===== src/rtl/sfe_pkg.sv =====
package sfe_pkg;
  localparam int NIB_W = 4;

  typedef enum logic [2:0] {
    OP_PUSH_PAIR = 3'd0,
    OP_POP_PAIR  = 3'd1,
    OP_PUSH_BANK = 3'd2,
    OP_POP_BANK  = 3'd3,
    OP_CALL      = 3'd4,
    OP_RET       = 3'd5
  } op_e;

  typedef enum logic [3:0] {
    SL_PAIR_HI, SL_PAIR_LO, SL_MBS, SL_RBS,
    SL_PC_HI, SL_PC_MID, SL_PC_LO, SL_TOP_FLAGS, SL_TOP, SL_FLAGS
  } slot_e;

  // control -> datapath strobes
  typedef struct packed {
    logic       load;      // latch operands
    logic       access;    // memory access this cycle
    logic       write;     // access direction
    logic [2:0] wk;        // slot distance below the pre-push SP
    logic [2:0] delta;     // frame size in nibbles
    slot_e      slot;      // nibble moved this cycle
    logic       capture;   // read data of previous cycle is valid
    slot_e      capSlot;   // slot of that read data
    logic       spUpdate;  // apply delta to SP
    logic       spDown;    // push direction
  } strobe_t;
endpackage


===== src/rtl/sfe_ctrl.sv =====
module sfe_ctrl
  import sfe_pkg::*;
(
  input  logic          clk,
  input  logic          rst,
  input  logic          cmdValid,
  input  logic [2:0]    cmdOp,
  input  logic          frameMode,
  output strobe_t       stb,
  output logic          busy,
  output logic          done
);
  typedef enum logic [1:0] {ST_IDLE, ST_RUN, ST_FIN} state_e;

  state_e     state;
  logic [2:0] opQ;
  logic       longQ;
  logic [2:0] stepCnt;
  slot_e      prevSlot;
  logic       doneQ;

  logic       accept;
  logic [1:0] kind;      // 0 pair, 1 bank, 2 call/return
  logic       isPush;
  logic       longCall;
  logic [2:0] nSteps;
  logic [2:0] wk;
  slot_e      curSlot;

  function automatic slot_e slotFor(input logic [1:0] k, input logic lng, input logic [2:0] d);
    slot_e s;
    s = SL_PC_HI;
    case (k)
      2'd0:    s = (d == 3'd1) ? SL_PAIR_HI : SL_PAIR_LO;
      2'd1:    s = (d == 3'd1) ? SL_MBS : SL_RBS;
      default: begin
        if (!lng) begin
          case (d)
            3'd1:    s = SL_PC_MID;
            3'd2:    s = SL_PC_LO;
            3'd3:    s = SL_TOP_FLAGS;
            default: s = SL_PC_HI;
          endcase
        end else begin
          case (d)
            3'd2:    s = SL_FLAGS;
            3'd3:    s = SL_PC_MID;
            3'd4:    s = SL_PC_LO;
            3'd5:    s = SL_TOP;
            default: s = SL_PC_HI;
          endcase
        end
      end
    endcase
    return s;
  endfunction

  assign accept   = (state == ST_IDLE) && cmdValid && (cmdOp <= 3'd5);
  assign kind     = opQ[2] ? 2'd2 : (opQ[1] ? 2'd1 : 2'd0);
  assign isPush   = ~opQ[0];
  assign longCall = (kind == 2'd2) && longQ;
  assign nSteps   = (kind == 2'd2) ? (longQ ? 3'd5 : 3'd4) : 3'd2;
  assign wk       = stepCnt + 3'd1 + {2'b00, longCall};
  assign curSlot  = slotFor(kind, longQ, wk);

  always_ff @(posedge clk) begin
    if (rst) begin
      state    <= ST_IDLE;
      opQ      <= 3'd0;
      longQ    <= 1'b0;
      stepCnt  <= 3'd0;
      prevSlot <= SL_PAIR_HI;
      doneQ    <= 1'b0;
    end else begin
      doneQ <= (state == ST_FIN);
      case (state)
        ST_IDLE: if (accept) begin
          opQ     <= cmdOp;
          longQ   <= frameMode;
          stepCnt <= 3'd0;
          state   <= ST_RUN;
        end
        ST_RUN: begin
          prevSlot <= curSlot;
          stepCnt  <= stepCnt + 3'd1;
          if (stepCnt == nSteps - 3'd1) state <= ST_FIN;
        end
        default: state <= ST_IDLE;
      endcase
    end
  end

  always_comb begin
    stb.load     = accept;
    stb.access   = (state == ST_RUN);
    stb.write    = isPush;
    stb.wk       = wk;
    stb.delta    = (kind == 2'd2) ? (longQ ? 3'd6 : 3'd4) : 3'd2;
    stb.slot     = curSlot;
    stb.capture  = !isPush && (((state == ST_RUN) && (stepCnt != 3'd0)) || (state == ST_FIN));
    stb.capSlot  = prevSlot;
    stb.spUpdate = (state == ST_FIN);
    stb.spDown   = isPush;
  end

  assign busy = (state != ST_IDLE);
  assign done = doneQ;

  p_done_after_busy_r7: assert property (@(posedge clk) disable iff (rst)
    done |-> (!busy && $past(busy)));
  p_ignore_busy_cmd_r8: assert property (@(posedge clk) disable iff (rst)
    (state != ST_IDLE) |=> $stable(opQ));
  p_bad_op_ignored_r8: assert property (@(posedge clk) disable iff (rst)
    ((state == ST_IDLE) && cmdValid && (cmdOp > 3'd5)) |=> (state == ST_IDLE));
endmodule


===== src/rtl/sfe_datapath.sv =====
module sfe_datapath
  import sfe_pkg::*;
#(
  parameter int SP_W   = 8,
  parameter int ADDR_W = 9,
  parameter int PC_W   = 14,
  localparam int BANK_W = ADDR_W - SP_W
) (
  input  logic              clk,
  input  logic              rst,
  input  strobe_t           stb,
  input  logic [BANK_W-1:0] stackBank,
  input  logic [PC_W-1:0]   pcIn,
  input  logic              mbeIn,
  input  logic              rbeIn,
  input  logic [2*NIB_W-1:0] pairIn,
  input  logic [NIB_W-1:0]  mbsIn,
  input  logic [1:0]        rbsIn,
  output logic              memEn,
  output logic              memWe,
  output logic [ADDR_W-1:0] memAddr,
  output logic [NIB_W-1:0]  memWdata,
  input  logic [NIB_W-1:0]  memRdata,
  output logic [SP_W-1:0]   sp,
  output logic [2*NIB_W-1:0] popPair,
  output logic [NIB_W-1:0]  popMbs,
  output logic [1:0]        popRbs,
  output logic [PC_W-1:0]   retPc,
  output logic              retMbe,
  output logic              retRbe
);
  logic [BANK_W-1:0]  bankQ;
  logic [PC_W-1:0]    pcQ;
  logic               mbeQ, rbeQ;
  logic [2*NIB_W-1:0] pairQ;
  logic [NIB_W-1:0]   mbsQ;
  logic [1:0]         rbsQ;
  logic [SP_W-1:0]    slotAddr;

  always_ff @(posedge clk) begin
    if (rst) begin
      bankQ <= '0; pcQ <= '0; mbeQ <= 1'b0; rbeQ <= 1'b0;
      pairQ <= '0; mbsQ <= '0; rbsQ <= '0;
    end else if (stb.load) begin
      bankQ <= stackBank; pcQ <= pcIn; mbeQ <= mbeIn; rbeQ <= rbeIn;
      pairQ <= pairIn; mbsQ <= mbsIn; rbsQ <= rbsIn;
    end
  end

  // pushes count down from SP, pops count up from the frame base
  assign slotAddr = stb.write ? (sp - SP_W'(stb.wk))
                              : (sp + SP_W'(stb.delta - stb.wk));
  assign memEn    = stb.access;
  assign memWe    = stb.access && stb.write;
  assign memAddr  = {bankQ, slotAddr};

  always_comb begin
    case (stb.slot)
      SL_PAIR_HI:   memWdata = pairQ[2*NIB_W-1:NIB_W];
      SL_PAIR_LO:   memWdata = pairQ[NIB_W-1:0];
      SL_MBS:       memWdata = mbsQ;
      SL_RBS:       memWdata = {2'b00, rbsQ};
      SL_PC_HI:     memWdata = pcQ[11:8];
      SL_PC_MID:    memWdata = pcQ[7:4];
      SL_PC_LO:     memWdata = pcQ[3:0];
      SL_TOP_FLAGS: memWdata = {mbeQ, rbeQ, pcQ[13:12]};
      SL_TOP:       memWdata = {2'b00, pcQ[13:12]};
      default:      memWdata = {2'b00, mbeQ, rbeQ};
    endcase
  end

  always_ff @(posedge clk) begin
    if (rst) begin
      sp <= '0; popPair <= '0; popMbs <= '0; popRbs <= '0;
      retPc <= '0; retMbe <= 1'b0; retRbe <= 1'b0;
    end else begin
      if (stb.spUpdate)
        sp <= stb.spDown ? (sp - SP_W'(stb.delta)) : (sp + SP_W'(stb.delta));
      if (stb.capture) begin
        case (stb.capSlot)
          SL_PAIR_HI:   popPair[2*NIB_W-1:NIB_W] <= memRdata;
          SL_PAIR_LO:   popPair[NIB_W-1:0] <= memRdata;
          SL_MBS:       popMbs <= memRdata;
          SL_RBS:       popRbs <= memRdata[1:0];
          SL_PC_HI:     retPc[11:8] <= memRdata;
          SL_PC_MID:    retPc[7:4] <= memRdata;
          SL_PC_LO:     retPc[3:0] <= memRdata;
          SL_TOP_FLAGS: begin
            retMbe <= memRdata[3]; retRbe <= memRdata[2]; retPc[13:12] <= memRdata[1:0];
          end
          SL_TOP:       retPc[13:12] <= memRdata[1:0];
          default: begin
            retMbe <= memRdata[1]; retRbe <= memRdata[0];
          end
        endcase
      end
    end
  end

  p_sp_only_on_update_r7: assert property (@(posedge clk) disable iff (rst)
    (!$past(rst) && (sp != $past(sp))) |-> $past(stb.spUpdate));
endmodule


===== src/rtl/stack_frame_engine.sv =====
module stack_frame_engine
  import sfe_pkg::*;
#(
  parameter int SP_W   = 8,
  parameter int ADDR_W = 9,
  parameter int PC_W   = 14,
  localparam int BANK_W = ADDR_W - SP_W
) (
  input  logic              clk,
  input  logic              rst,
  input  logic              cmdValid,
  input  logic [2:0]        cmdOp,
  input  logic              frameMode,
  input  logic [BANK_W-1:0] stackBank,
  input  logic [PC_W-1:0]   pcIn,
  input  logic              mbeIn,
  input  logic              rbeIn,
  input  logic [7:0]        pairIn,
  input  logic [3:0]        mbsIn,
  input  logic [1:0]        rbsIn,
  output logic              memEn,
  output logic              memWe,
  output logic [ADDR_W-1:0] memAddr,
  output logic [3:0]        memWdata,
  input  logic [3:0]        memRdata,
  output logic              busy,
  output logic              done,
  output logic [SP_W-1:0]   sp,
  output logic [7:0]        popPair,
  output logic [3:0]        popMbs,
  output logic [1:0]        popRbs,
  output logic [PC_W-1:0]   retPc,
  output logic              retMbe,
  output logic              retRbe
);
  strobe_t stb;

  sfe_ctrl ctrl_i (
    .clk(clk), .rst(rst), .cmdValid(cmdValid), .cmdOp(cmdOp),
    .frameMode(frameMode), .stb(stb), .busy(busy), .done(done)
  );

  sfe_datapath #(.SP_W(SP_W), .ADDR_W(ADDR_W), .PC_W(PC_W)) dp_i (
    .clk(clk), .rst(rst), .stb(stb), .stackBank(stackBank),
    .pcIn(pcIn), .mbeIn(mbeIn), .rbeIn(rbeIn), .pairIn(pairIn),
    .mbsIn(mbsIn), .rbsIn(rbsIn),
    .memEn(memEn), .memWe(memWe), .memAddr(memAddr), .memWdata(memWdata),
    .memRdata(memRdata), .sp(sp), .popPair(popPair), .popMbs(popMbs),
    .popRbs(popRbs), .retPc(retPc), .retMbe(retMbe), .retRbe(retRbe)
  );

  p_mem_quiet_r7: assert property (@(posedge clk) disable iff (rst)
    memEn |-> busy);
endmodule


===== config.mk =====
export PLATFORM = sky130hd
export DESIGN_NAME = stack_frame_engine
export DESIGN_NICKNAME = d
export VERILOG_FILES = /design/src/rtl/sfe_pkg.sv /design/src/rtl/sfe_ctrl.sv /design/src/rtl/sfe_datapath.sv /design/src/rtl/stack_frame_engine.sv
export SDC_FILE = /design/constraint.sdc
export NUM_CORES = 1
export LEC_CHECK = 0
export BUFFER_PORTS_ARGS = -buffer_cell sky130_fd_sc_hd__buf_4
export CELL_PAD_IN_SITES_DETAIL_PLACEMENT = 0
export CELL_PAD_IN_SITES_GLOBAL_PLACEMENT = 1
export CORE_MARGIN = 3
export CORE_UTILIZATION = 30
export DETAILED_ROUTE_END_ITERATION = 7
export GPL_ROUTABILITY_DRIVEN = 0
export PLACE_DENSITY = 0.68
export REMOVE_ABC_BUFFERS = 1
export SYNTH_ARGS = -nofsm -noshare
export SYNTH_HDL_FRONTEND = slang
export SYNTH_HIERARCHICAL = 1
export SYNTH_SLANG_ARGS = --single-unit

===== constraint.sdc =====
create_clock -name clk -period 4.76 [get_ports clk]
set_input_delay 1.428 -clock clk [delete_from_list [all_inputs] [get_ports clk]]
set_output_delay 1.428 -clock clk [all_outputs]
set_load 0.05 [all_outputs]

# Yosys cells after proc, flatten, opt, wreduce, memory -nomap -nowiden
# Index checks and enable logic that the tools add are counted.
# totals
in_bits,42
ff_bits,83
wordCells,113
# classes
n_lt_le_gt_ge,1
n_reduce_logical,28
n_eq_ne,28
muxes,22
addsub,8
bitwise_logic,2
# ops
op,count
$pmux W4 S9,1
$eq A4 B3 Y1 const B,8
$reduce_and A2 Y1,12
$eq A4 B2 Y1 const B,4
$mux W8,2
$pmux W4 S4,1
$sub A8 B3 Y8,2
$mux W3,3
$add A8 B3 Y8,1
$add A8 B8 Y8,1
$eq A4 B1 Y1 const B,2
$eq A4 B4 Y1 const B,2
$logic_not A4 Y1,2
$mux W2,4
$pmux W4 S2,1
$reduce_or A8 Y1,1
$eq A3 B2 Y1 const B,2
$eq A3 B3 Y1 const B,2
$logic_and A1 B1 Y1,6
$pmux W2 S3,1
$pmux W3 S2,1
$eq A2 B1 Y1 const B,2
$eq A2 B2 Y1 const B,2
$logic_not A2 Y1,2
other kinds (17),24

# Longest topological paths before layout
# logic_depth
word_depth,11
depth_mapped,17

# By module
# The synthesis kept the hierarchy.
# by_module_without_submodules
module,area_each_um2,instances,cells_each,seq_area_each_um2
sfe_datapath,3831.2,1,418,1381.3
sfe_ctrl,948.4,1,110,280.3

# Worst setup path before layout
# OpenSTA, ideal clock, no wires.
# synth_timing
path_kind,register -> output
start,register ctrl_i.opQ[2]
end,output memAddr[7]
path_stages_with_launch,16
setup_slack_ns,-0.704
t_required_ns,3.332
t_arrival_ns,4.036
path_cell_list,dfxtp_1 > buf_6 > and2_1 > ha_1 > ha_1 > inv_1 > fa_1 > xnor2_1 > nand3_1 > ha_1 > or2_2 > ha_1 > o21ai_0 > a21oi_1 > o41ai_1 > xnor2_1
# synth_rtl
element,line_no,rtl
from (decl),sfe_ctrl.sv:16,logic [2:0] opQ;
from (signal assigned),sfe_ctrl.sv:78,opQ <= cmdOp;
to (decl),stack_frame_engine.sv:23,"output logic [ADDR_W-1:0] memAddr,"

==> results.md <==
| Parameter | Reported |
|---|---|
| Timing-limited maximum frequency | 198 MHz |
| Detail-routed via count per cell | 4.89 |
| Share of layout cells above drive strength 1 | 32.7% |
| Wire length of the first global-routing pass | 20.3 mm |
| Max-cap check violation count | 0 |
| Violated checks | setup timing |
| Number of max-slew violations in the final report | 0 |
| Port buffer count | 96 |
| Placed Area | 5780 sq um |
| Number of diodes added for antenna fixing | 0 |
| Area contributors post-synth | dfxtp_1, mux2i_1, ha_1 |
| Cell Rows | 45 |
| Post-synth top flop | dfxtp_1 |
| Pwr/cell area | 329 nW/um^2 |
| Initial standard-cell utilization of the core | 31.1% |
| Final WS setup | -0.299 ns |
| Critical Setup Path Class | flop to primary output |
| I/O pin cnt | 97 |
| Status | finished with violations |
| Quantity of hold-fixing buffers added after cts | 0 |
| Pre-antenna DRT Iters | 4 |
| Most common cell type on the critical path | ha_4 |
| Total Nets Final | 702 |
| Initial antenna violation count | 0 |
| Synth Cell Area | 4780 sq um |
| Post-Layout Inst Area | 6430 sq um |
| Crit end category | primary output |
| Residual overflow from global routing | 0 |
| Total vias in the final route | 4150 |
| Count of cell types in the netlist | 66 |
| Violation count after the first detailed-routing iteration | 127 |
| Pin count of the biggest net entering global routing | 93 |
| Largest fanout on the critical path | 2 |
| Area share of the largest cell type after synthesis | 34.8% |
| CTS tree | done |
| Critical-path cell list | and2_4 -> ha_4 -> ha_4 -> inv_2 -> fa_2 -> inv_2 -> ha_4 -> mux2i_2 -> buf_4 -> fa_2 -> a21o_1 -> a21oi_2 -> o21bai_1 -> a21oi_1 -> xnor2_1 -> buf_4 |
| RSZ-0062 raised after global routing | true |
| Area used by multi-input combinational logic | 3070 sq um |
| Register bit count reported by yosys | 83 |
| Worst Hold Class | flop to flop |
| Finish-stage setup viols | 4 |
| Routed wire per std cell | 15.0 um |
| Static leakage power | 2.75 nW |
| Async set or reset register ratio after synthesis | 0% |
| Final count of hold timing violations | 0 |
| Htree depth | 3 |
| All-layer global routing usage | 14.0% |
| Dpl hpwl | 8.81 mm |
| Synthesized instance count | 528 |
| Layout Area Growth over Synthesis | 34.6% |
| Period Utilization, post-route | 106% |
| Number of synthesized flops with an enable pin | 0 |
| Number of remaining DRC errors | 0 |
| CTS max path bufs | 2 |
| Critical path's slowest cell | fa_2 |
| DIE HEIGHT | 132 um |
| Post-Route Skew | 0.00573 ns |
| Number of placed instances, taps included | 825 |
| Final antenna-violating net count | 0 |
| Sequential share of the synthesized area | 34.8% |
| Clock Latency Late Sink | 0.34 ns |
| Biggest area consumer among synthesized cells | dfxtp_1 |
| Hold Worst Slack | 0.457 ns |
| Maximum VDD drop | 0.188 mV |
| Total clock buffers created by CTS | 9 |
| Number of warnings printed during yosys synthesis | 6 |
| Sum of internal, switching and leakage power | 2.12 mW |
| Cell chosen for the clock root | clkbuf_16 |
| Relative max-transition margin | 38.8% |
| Core Footprint | 15400 sq um |
| Max stage delay on crit path | 0.52 ns |
| Area occupied by registers | 1670 sq um |
| Minimum clock period | 5.06 ns |
| Data arrival time at the worst-slack endpoint | 3.63 ns |
| Total number of clock tree sinks | 83 |
| Least-Margin Pin Slew | 0.918 ns |
| Final-layout setup total negative slack | -0.801 ns |
| Detailed Route WL | 12.7 mm |
| Critical path startpoint category | flop |
| Required arrival time at the worst endpoint | 3.33 ns |
| # fillers | 1529 |
| Layout Cells excl Fill | 848 |
| Overall die width | 132 um |
| CTS clock-pin slew for the worst setup and hold paths | 0.07 ns |
| Syn Area/Cell | 9.05 sq um |
| Area of the die | 17500 sq um |
| Vias in the first global route | 4129 |
[synth_stat cells, types with 3 or more instances]
library cell  instances
nor3b_1               3
or2_2                 3
buf_4                 8
mux2_2                3
fa_1                  3
o21a_1                4
nand2_1              20
nand3_1              15
nand4b_1              4
inv_1                23
ha_1                 25
o21ai_0              20
nor3_1                4
nand3b_1             12
clkbuf_1             11
a21o_1                4
nor2_1               80
buf_6                 4
nor2b_1               6
buf_2                 9
dfxtp_1              83
a211oi_1              8
mux2i_1              72
a21oi_1              25
nand2b_1              9
xnor2_1              11
or3_1                 3
buf_1                 5
o211ai_1              6
[power by group]
| group | internal (mW) | switching (mW) | total, mW |
|---|---|---|---|
| combinational | 0.277 | 0.367 | 0.643 |
| sequential | 0.720 | 0.0185 | 0.739 |
| clock | 0.428 | 0.308 | 0.736 |
| total | 1.42 | 0.693 | 2.12 |
[layout make-up]
type	count	area share, %
multi-input cells	384	47.7
flip-flops and latches	83	25.9
repair buffers	130	16.1
well taps	211	4.10
clock buffers	10	3.71
inverters	24	1.44
clock inverters	6	1.13
[per-layer routing]
| metal | GRT usage [%] | routed length (um) | up-vias |
|---|---|---|---|
| li1 | - | - | 2065 |
| met1 | 17.9 | 5910 | 2001 |
| met2 | 22.4 | 6000 | 70 |
| met3 | 3.97 | 619 | 14 |
| met4 | 5.43 | 206 | 0 |
| met5 | 0 | 0 | - |
[sequential cells by signal, summed over array words and instances, names as in the netlist, 2 cells and up]
| name | flops |
|---|---|
| ctrl_i/opQ | 3 |
| ctrl_i/prevSlot | 4 |
| ctrl_i/state | 2 |
| ctrl_i/stepCnt | 3 |
| dp_i/mbsQ | 4 |
| dp_i/pairQ | 8 |
| dp_i/pcQ | 14 |
| dp_i/popMbs | 4 |
| dp_i/popPair | 8 |
| dp_i/popRbs | 2 |
| dp_i/rbsQ | 2 |
| dp_i/retPc | 14 |
| dp_i/sp | 8 |
[per-stage QoR]
step | utilization, % | worst slack [ns]
final | 41.9 | -0.299
after global routing | 41.9 | -0.483
after CTS | 40.6 | -0.308
after detailed placement | 37.6 | -0.270
after global placement | 37.6 | -0.208
after floorplan | - | -0.703
[what timing repair did]
action / 4_1_cts / 5_1_grt
buffers inserted: 1 / 6
gates resized for setup: 31 / 27
endpoints found under the setup margin: 10 / 9
gates cloned: 0 / 1
pin swaps: 14 / 9
[worst max-delay path: cells and delay by family, from the launching register on]
family,cells,cell delay [ns]
DFF,1,0.32
xor gates and xnor gates,1,0.15
muxes,1,0.07
AOI/OAI and AO/OA,4,0.60
adders and majority gates,5,1.52
and+or+nand+nor,1,0.16
buffers and inverters,4,0.47
[path summary, 6_finish.rpt]
kind                                      from                           end  slack (ns)  cells after the start
setup / recovery    ctrl_i/opQ[2]$_SDFFE_PP0P_                    memAddr[6]       -0.30                     16
setup reg to reg     ctrl_i/longQ$_SDFFE_PP0P_       dp_i/sp[7]$_SDFFE_PP0P_        1.57                     13
hold reg to reg   dp_i/popPair[4]$_SDFFE_PP0P_  dp_i/popPair[4]$_SDFFE_PP0P_        0.46                      2
hold / removal    dp_i/popPair[4]$_SDFFE_PP0P_  dp_i/popPair[4]$_SDFFE_PP0P_        0.46                      2
[cell usage in the layout, fill, tap and decap left out, drive strengths merged, types with 5 or more instances in the layout]
cell      n
a211oi    9
o21ai    20
nor3b     5
a21oi    25
dfxtp    83
mux2i    72
nand3    15
o211ai    6
ha       25
clkbuf   11
inv      25
nor2b     6
nand2b    9
nand3b   12
nand2    21
nor3      5
buf     129
nor2     80
xnor2    11
[cell families (layout without fill, tap and decap cells)]
| kind of cell | count (synthesis) | count (layout) | share of synthesized area [%] |
|---|---|---|---|
| buffers and inverters | 61 | 170 | 6.28 |
| multiplexers | 77 | 77 | 16.7 |
| AND/OR/NAND/NOR | 178 | 178 | 19.2 |
| AO/OA/AOI/OAI | 87 | 87 | 12.5 |
| flip-flops | 83 | 83 | 34.8 |
| XOR/XNOR | 13 | 13 | 2.72 |
| other | 1 | 1 | 0.0785 |
| adder cells (fa/ha/maj) | 28 | 28 | 7.80 |
Power figures use the tool's default switching activity.
